[config.mk]
export PLATFORM = sky130hd
export DESIGN_NAME = dbg_watch_unit
export DESIGN_NICKNAME = d
export VERILOG_FILES = /design/src/rtl/dbgw_pkg.sv /design/src/rtl/dbgw_ctrl_reg.sv /design/src/rtl/dbgw_slot_cmp.sv /design/src/rtl/dbgw_status.sv /design/src/rtl/dbg_watch_unit.sv
export SDC_FILE = /design/constraint.sdc
export NUM_CORES = 1
export LEC_CHECK = 0
export BUFFER_PORTS_ARGS = -buffer_cell sky130_fd_sc_hd__buf_2
export CORE_ASPECT_RATIO = 2
export CORE_UTILIZATION = 48
export DETAILED_ROUTE_END_ITERATION = 16
export PLACE_DENSITY = 0.72
export SYNTH_ARGS = -nofsm -noshare
export SYNTH_HDL_FRONTEND = slang
export SYNTH_SLANG_ARGS = --single-unit
[constraint.sdc]
create_clock -name clk -period 6.19 [get_ports clk]
set_input_delay 0.619 -clock clk [delete_from_list [all_inputs] [get_ports clk]]
set_output_delay 0.619 -clock clk [all_outputs]
set_load 0.005 [all_outputs]
[src/rtl/dbgw_pkg.sv]
package dbgw_pkg;

  typedef enum logic [1:0] {
    KIND_FETCH = 2'b00,
    KIND_READ  = 2'b01,
    KIND_WRITE = 2'b10,
    KIND_IO    = 2'b11
  } acc_kind_e;

  typedef enum logic [1:0] {
    BRK_EXEC  = 2'b00,
    BRK_WRITE = 2'b01,
    BRK_IO    = 2'b10,
    BRK_RDWR  = 2'b11
  } brk_type_e;

  localparam int unsigned CTRL_W     = 32;
  localparam int unsigned FIELD_BASE = 16;
  localparam int unsigned FIELD_W    = 4;
  localparam int unsigned RSVD_LO    = 10;
  localparam int unsigned RSVD_HI    = 15;
  localparam logic [1:0]  LEN_CODE_8 = 2'b10;

  // Window size in bytes for a length code (non-monotonic encoding).
  function automatic logic [3:0] len_bytes(input logic [1:0] code);
    case (code)
      2'b00:   return 4'd1;
      2'b01:   return 4'd2;
      2'b11:   return 4'd4;
      default: return 4'd8;
    endcase
  endfunction

  // Mask of the even (local) or odd (global) enable bits for n slots.
  function automatic logic [CTRL_W-1:0] enable_mask(input int n, input int odd);
    logic [CTRL_W-1:0] m;
    m = '0;
    for (int i = 0; i < n; i++) m[2*i+odd] = 1'b1;
    return m;
  endfunction

  function automatic logic [CTRL_W-1:0] reserved_mask();
    logic [CTRL_W-1:0] m;
    m = '0;
    for (int b = RSVD_LO; b <= RSVD_HI; b++) m[b] = 1'b1;
    return m;
  endfunction

endpackage

[src/rtl/dbgw_ctrl_reg.sv]
module dbgw_ctrl_reg
  import dbgw_pkg::*;
#(
  parameter int NUM_SLOTS = 4
) (
  input  logic              clk,
  input  logic              rst_n,
  input  logic              wr_en,
  input  logic [CTRL_W-1:0] wdata,
  input  logic              task_sw,
  output logic [CTRL_W-1:0] ctrl_q
);

  localparam logic [CTRL_W-1:0] LOC_MASK  = enable_mask(NUM_SLOTS, 0);
  localparam logic [CTRL_W-1:0] GLB_MASK  = enable_mask(NUM_SLOTS, 1);
  localparam logic [CTRL_W-1:0] KEEP_MASK = ~reserved_mask();

  logic [CTRL_W-1:0] ctrl_n;

  always_comb begin
    ctrl_n = wr_en ? (wdata & KEEP_MASK) : ctrl_q;
    if (task_sw) ctrl_n = ctrl_n & ~LOC_MASK;
  end

  always_ff @(posedge clk) begin
    if (!rst_n) ctrl_q <= '0;
    else        ctrl_q <= ctrl_n;
  end

  AST_RSVD_ZERO: assert property (@(posedge clk) disable iff (!rst_n)
    ctrl_q[RSVD_HI:RSVD_LO] == '0);
  AST_TSW_LOCAL_CLEAR: assert property (@(posedge clk) disable iff (!rst_n)
    task_sw |=> (ctrl_q & LOC_MASK) == '0);
  AST_TSW_GLOBAL_KEEP: assert property (@(posedge clk) disable iff (!rst_n)
    (task_sw && !wr_en) |=> (ctrl_q & GLB_MASK) == ($past(ctrl_q) & GLB_MASK));

endmodule

[src/rtl/dbgw_slot_cmp.sv]
module dbgw_slot_cmp
  import dbgw_pkg::*;
#(
  parameter int ADDR_W  = 32,
  parameter int SIZE_W  = 4,
  parameter bit WIDE_EN = 1'b1
) (
  input  logic              clk,
  input  logic              rst_n,
  input  logic [ADDR_W-1:0] slot_addr,
  input  logic [1:0]        enables,
  input  logic [FIELD_W-1:0] field,
  input  logic              acc_fire,
  input  logic [1:0]        acc_kind,
  input  logic [ADDR_W-1:0] acc_addr,
  input  logic [SIZE_W-1:0] acc_bytes,
  output logic              hit
);

  localparam int XW = ADDR_W + 1;

  logic [1:0]        type_code;
  logic [1:0]        len_code;
  logic [ADDR_W-1:0] win_len;
  logic [ADDR_W-1:0] win_base;
  logic [XW-1:0]     win_end_x;
  logic [XW-1:0]     acc_end_x;
  logic              overlap;
  logic              kind_ok;
  logic              addr_ok;
  logic              len_ok;

  assign type_code = field[1:0];
  assign len_code  = field[3:2];
  assign win_len   = ADDR_W'(len_bytes(len_code));
  assign win_base  = slot_addr & ~(win_len - ADDR_W'(1));
  assign win_end_x = {1'b0, win_base} + {1'b0, win_len};
  assign acc_end_x = {1'b0, acc_addr} + XW'(acc_bytes);
  assign overlap   = ({1'b0, acc_addr} < win_end_x) && ({1'b0, win_base} < acc_end_x);
  assign len_ok    = WIDE_EN || (len_code != LEN_CODE_8);

  always_comb begin
    case (brk_type_e'(type_code))
      BRK_EXEC:  kind_ok = (acc_kind == KIND_FETCH);
      BRK_WRITE: kind_ok = (acc_kind == KIND_WRITE);
      BRK_RDWR:  kind_ok = (acc_kind == KIND_READ) || (acc_kind == KIND_WRITE);
      default:   kind_ok = 1'b0;
    endcase
  end

  assign addr_ok = (type_code == BRK_EXEC) ? (acc_addr == slot_addr) : overlap;
  assign hit = acc_fire && (|enables) && kind_ok && addr_ok && len_ok
               && (acc_bytes != '0);

  AST_VACANT_SILENT: assert property (@(posedge clk) disable iff (!rst_n)
    (enables == 2'b00) |-> !hit);
  AST_IO_TYPE_SILENT: assert property (@(posedge clk) disable iff (!rst_n)
    (type_code == BRK_IO || acc_kind == KIND_IO) |-> !hit);
  AST_ZERO_BYTES_SILENT: assert property (@(posedge clk) disable iff (!rst_n)
    (acc_bytes == '0) |-> !hit);
  AST_EXEC_EXACT: assert property (@(posedge clk) disable iff (!rst_n)
    (hit && type_code == BRK_EXEC) |-> (acc_addr == slot_addr && acc_kind == KIND_FETCH));

endmodule

[src/rtl/dbgw_status.sv]
module dbgw_status #(
  parameter int NUM_SLOTS = 4
) (
  input  logic                 clk,
  input  logic                 rst_n,
  input  logic [NUM_SLOTS-1:0] hit_vec,
  input  logic                 sw_wr,
  input  logic [NUM_SLOTS-1:0] sw_data,
  output logic [NUM_SLOTS-1:0] status_q,
  output logic                 trap_q
);

  logic [NUM_SLOTS-1:0] status_n;
  logic                 trap_n;

  always_comb begin
    status_n = (sw_wr ? sw_data : status_q) | hit_vec;
    trap_n   = |(hit_vec & ~status_q);
  end

  always_ff @(posedge clk) begin
    if (!rst_n) begin
      status_q <= '0;
      trap_q   <= 1'b0;
    end else begin
      status_q <= status_n;
      trap_q   <= trap_n;
    end
  end

  AST_STATUS_STICKY: assert property (@(posedge clk) disable iff (!rst_n)
    !sw_wr |=> ((status_q & $past(status_q)) == $past(status_q)));
  AST_TRAP_ON_RISE: assert property (@(posedge clk) disable iff (!rst_n)
    trap_q |-> (|(status_q & ~$past(status_q))));
  AST_HIT_SETS_BIT: assert property (@(posedge clk) disable iff (!rst_n)
    (|hit_vec) |=> ((status_q & $past(hit_vec)) == $past(hit_vec)));

endmodule

[src/rtl/dbg_watch_unit.sv]
module dbg_watch_unit
  import dbgw_pkg::*;
#(
  parameter int ADDR_W    = 32,
  parameter int NUM_SLOTS = 4,
  parameter int SIZE_W    = 4,
  parameter bit WIDE_EN   = 1'b1,
  localparam int SEL_W    = $clog2(NUM_SLOTS + 2)
) (
  input  logic              clk,
  input  logic              rst_n,
  input  logic              reg_we,
  input  logic [SEL_W-1:0]  reg_sel,
  input  logic [ADDR_W-1:0] reg_wdata,
  output logic [ADDR_W-1:0] reg_rdata,
  input  logic              acc_valid,
  output logic              acc_ready,
  input  logic [1:0]        acc_kind,
  input  logic [ADDR_W-1:0] acc_addr,
  input  logic [SIZE_W-1:0] acc_bytes,
  input  logic              task_sw,
  output logic              trap
);

  localparam logic [SEL_W-1:0] SEL_CTRL = SEL_W'(NUM_SLOTS);
  localparam logic [SEL_W-1:0] SEL_STAT = SEL_W'(NUM_SLOTS + 1);

  logic [ADDR_W-1:0]    slot_addr [NUM_SLOTS];
  logic [CTRL_W-1:0]    ctrl_q;
  logic [NUM_SLOTS-1:0] hit_vec;
  logic [NUM_SLOTS-1:0] status_q;
  logic                 acc_fire;

  assign acc_ready = 1'b1;
  assign acc_fire  = acc_valid && acc_ready;

  dbgw_ctrl_reg #(.NUM_SLOTS(NUM_SLOTS)) u_ctrl (
    .clk    (clk),
    .rst_n  (rst_n),
    .wr_en  (reg_we && reg_sel == SEL_CTRL),
    .wdata  (reg_wdata[CTRL_W-1:0]),
    .task_sw(task_sw),
    .ctrl_q (ctrl_q)
  );

  for (genvar i = 0; i < NUM_SLOTS; i++) begin : g_slot
    always_ff @(posedge clk) begin
      if (!rst_n)                                 slot_addr[i] <= '0;
      else if (reg_we && reg_sel == SEL_W'(i))    slot_addr[i] <= reg_wdata;
    end

    dbgw_slot_cmp #(.ADDR_W(ADDR_W), .SIZE_W(SIZE_W), .WIDE_EN(WIDE_EN)) u_cmp (
      .clk      (clk),
      .rst_n    (rst_n),
      .slot_addr(slot_addr[i]),
      .enables  (ctrl_q[2*i +: 2]),
      .field    (ctrl_q[FIELD_BASE + FIELD_W*i +: FIELD_W]),
      .acc_fire (acc_fire),
      .acc_kind (acc_kind),
      .acc_addr (acc_addr),
      .acc_bytes(acc_bytes),
      .hit      (hit_vec[i])
    );
  end

  dbgw_status #(.NUM_SLOTS(NUM_SLOTS)) u_status (
    .clk     (clk),
    .rst_n   (rst_n),
    .hit_vec (hit_vec),
    .sw_wr   (reg_we && reg_sel == SEL_STAT),
    .sw_data (reg_wdata[NUM_SLOTS-1:0]),
    .status_q(status_q),
    .trap_q  (trap)
  );

  always_comb begin
    reg_rdata = '0;
    for (int i = 0; i < NUM_SLOTS; i++)
      if (reg_sel == SEL_W'(i)) reg_rdata = slot_addr[i];
    if (reg_sel == SEL_CTRL) reg_rdata = ADDR_W'(ctrl_q);
    if (reg_sel == SEL_STAT) reg_rdata = ADDR_W'(status_q);
  end

  AST_IDLE_NO_TRAP: assert property (@(posedge clk) disable iff (!rst_n)
    !acc_valid |=> !trap);
  AST_STATUS_WRITE_TAKES: assert property (@(posedge clk) disable iff (!rst_n)
    (reg_we && reg_sel == SEL_STAT && !acc_valid) |=> status_q == $past(reg_wdata[NUM_SLOTS-1:0]));

endmodule

==> results.ini <==
[outcome]
outcome=finished clean

[cells_and_area]
postLayoutCellArea_um2=20400
final_util_pct=53.6
layout-drive-gt1-share_pct=11.9
area_delta_synth_final_pct=9.59
nets=2510

[cts]
clkLatencyLatePin_ps=450
cts_tree=built
postCtsSetupBuffers=0
clock_sinks=159
cts_max_level=4
clkSlewWorstSetupHoldPaths_ps=70
cts_hold_buf=0
cts-root-buf=clkbuf_16
numCtsBuffers=17
ctsResizeCount=0
clock_path_buffers=2

[timing]
relSlewSlack_pct=10.8
tightest_slew_ps=1330
hold_viol=0
finalCriticalPeriod_ps=5690
fmax_mhz=176
rsz0062_at_grt=no
setup_ws_ps=502
finalMaxSlewViolations=0
skew_ps=10.8
min_period_over_period_pct=91.9
tns_ps=0
finalSetupViolCount=0

[route]
viasPerCell=6.60
drt-total-wl_mm=83.0
drc=0
wl_per_cell_um=30.8
drtIter0Drc=1830
vias=17800
antenna_left=0
drt_first_pass_iters=8

[synthesis]
yosys_warnings=0
syn-num-nets=2430
synth_top_area_cell=edfxtp_1
yosysSeqAreaShare_pct=23.9
async_reset_ff_share_pct=0
synthDistinctLibCells=90
synth_seq_cells=159
synth.top_cell.area_share_pct=20.6
synth-edff-count=128
syn_area_per_cell_um2=8.95
synth_area_leaders=edfxtp_1, ha_1, xor2_1
synthFlopType=edfxtp_1
netlist_area_um2=18700
synthCells=2085

[place]
dp_worst_setup_slack_ps=312
io_buffer_count=110
dp_hpwl_mm=65.7
dpl-instance-area_um2=19800
routabilityCongestion=1.13

[setup_path]
end_kind=register
path_class=register to register
worstPathArrival_ps=6030
cp-start-kind=register
critPathRequiredTime_ps=6530
cp_max_fo=10

[pwr]
power_mw=3.73
p_seq_share_pct=36.9
p_int_mw=2.34
power.density_nw_per_um2=182
ir_drop_mv=0.284
switching_share_pct=37.3
pwr-share-clk_pct=30.7
p_sw_mw=1.39
leakage_nw=8.18
power_frac_comb_pct=32.4

[grt]
grt_pass1_wl_mm=118
grt_max_degree=43
grt_pass1_vias=17600
grtUsageTotal_pct=42.4
grt-ovfl-total=0
antenna_found_initial=5

[die]
core-area_um2=38200
placementRows=101
ioPinCount=112
die_area_um2=39700
initial_utilization_pct=48.9
fp.dieH_um=281
die_w_um=141

[run]
drv_cap=0

[hold_path]
hold_path_class=primary input to register

[synthesized netlist by cell type (all sizes together), types with 26 or more instances]
cell type,instances
edfxtp,128
and3,32
xnor2,94
xor2,190
mux4,29
nor2,81
a21oi,98
nand3,74
clkbuf,50
ha,266
nand4,63
buf,46
a21boi,26
and2,258
o21ai,75
dfxtp,31
nand2,200
inv,49
nor4,38
[kinds of logic after synthesis]
kind of cell	Yosys count	synth area share [%]
AND/OR/NAND/NOR	860	25.5
AO/OA/AOI/OAI	318	11.1
XOR/XNOR	284	13.3
adder cells (fa/ha/maj)	270	18.1
flip-flops	159	23.9
buffers and inverters	145	3.50
multiplexers	48	4.58
other	1	0.0201
[through the flow]
step | std cells | hold slack [ps]
after global routing | 2693 | 462
after detailed placement | 2661 | 454
after CTS | 2693 | 436
after floorplan | 2085 | 435
after global placement | 2661 | 443
final | 2696 | 447
[worst paths after layout]
kind | endpoint | cells past startpoint | start | slack (ps)
worst max-delay path | u_status.trap_q | 19 | u_ctrl.ctrl_q[23] | 500
worst min-delay path | u_ctrl.ctrl_q[24] | 3 | reg_wdata[24] | 450
worst max register to register | u_status.trap_q | 19 | u_ctrl.ctrl_q[23] | 500
worst min register to register | u_ctrl.ctrl_q[8] | 2 | u_ctrl.ctrl_q[8] | 470
[layout make-up]
type / instances / area [um2]
diodes: 3 / 7.51
clock buffers: 18 / 429
clock inverters: 14 / 206
fillers: 3578 / 17700
inverters: 49 / 184
multi-input cells: 1781 / 13600
flip-flops and latches: 159 / 4460
well taps: 515 / 644
repair buffers: 157 / 903
[layout by cell type (no fill, tap or decap), drive strengths merged, types with 24 or more instances in the layout]
master / count
a211oi: 25
a21boi: 26
a21oi: 98
and2: 258
and3: 32
and4: 24
buf: 157
dfxtp: 31
edfxtp: 128
ha: 266
inv: 54
mux4: 29
nand2: 200
nand3: 74
nand4: 63
nor2: 81
nor2b: 24
nor3: 25
nor4: 38
o21ai: 75
xnor2: 94
xor2: 190
[sequential cells by signal, summed over array words and instances, names as in the netlist]
register,cells
u_status.status_q,4
u_status.trap_q,1
u_ctrl.ctrl_q,26
slot_addr,128
[worst max-delay path, stage by stage (launching register included)]
cell,delay (ps)
dfxtp_1,480
nor2b_1,380
nor2b_1,130
ha_1,360
a41o_1,240
maj3_2,230
nor3b_2,550
and3_4,330
and2_4,180
nand3_1,100
xor2_1,170
ha_1,300
nand3_1,140
nor2_1,140
o2111ai_1,140
a211oi_1,220
nor3_1,80
o311ai_1,830
o32ai_1,220
o31a_1,340
[power by group through the flow]
| stage | combinational, mW | clock, mW | sequential, mW |
|---|---|---|---|
| final | 1.21 | 1.15 | 1.37 |
| after global routing | 1.30 | 1.17 | 1.37 |
| after CTS | 1.17 | 1.14 | 1.36 |
| after detailed placement | 1.16 | 0 | 1.39 |
| after global placement | 1.14 | 0 | 1.38 |
| after floorplan | 0.760 | 0 | 1.30 |
[metal layers]
layer,GRT usage (%),vias to the layer above,share of wire (%)
met4,41.8,0,12
met3,7.45,428,7.6
met2,72.5,1117,49
met5,0,-,0
li1,-,7735,-
met1,42.7,8503,32
(Power assumes the default switching activity.)
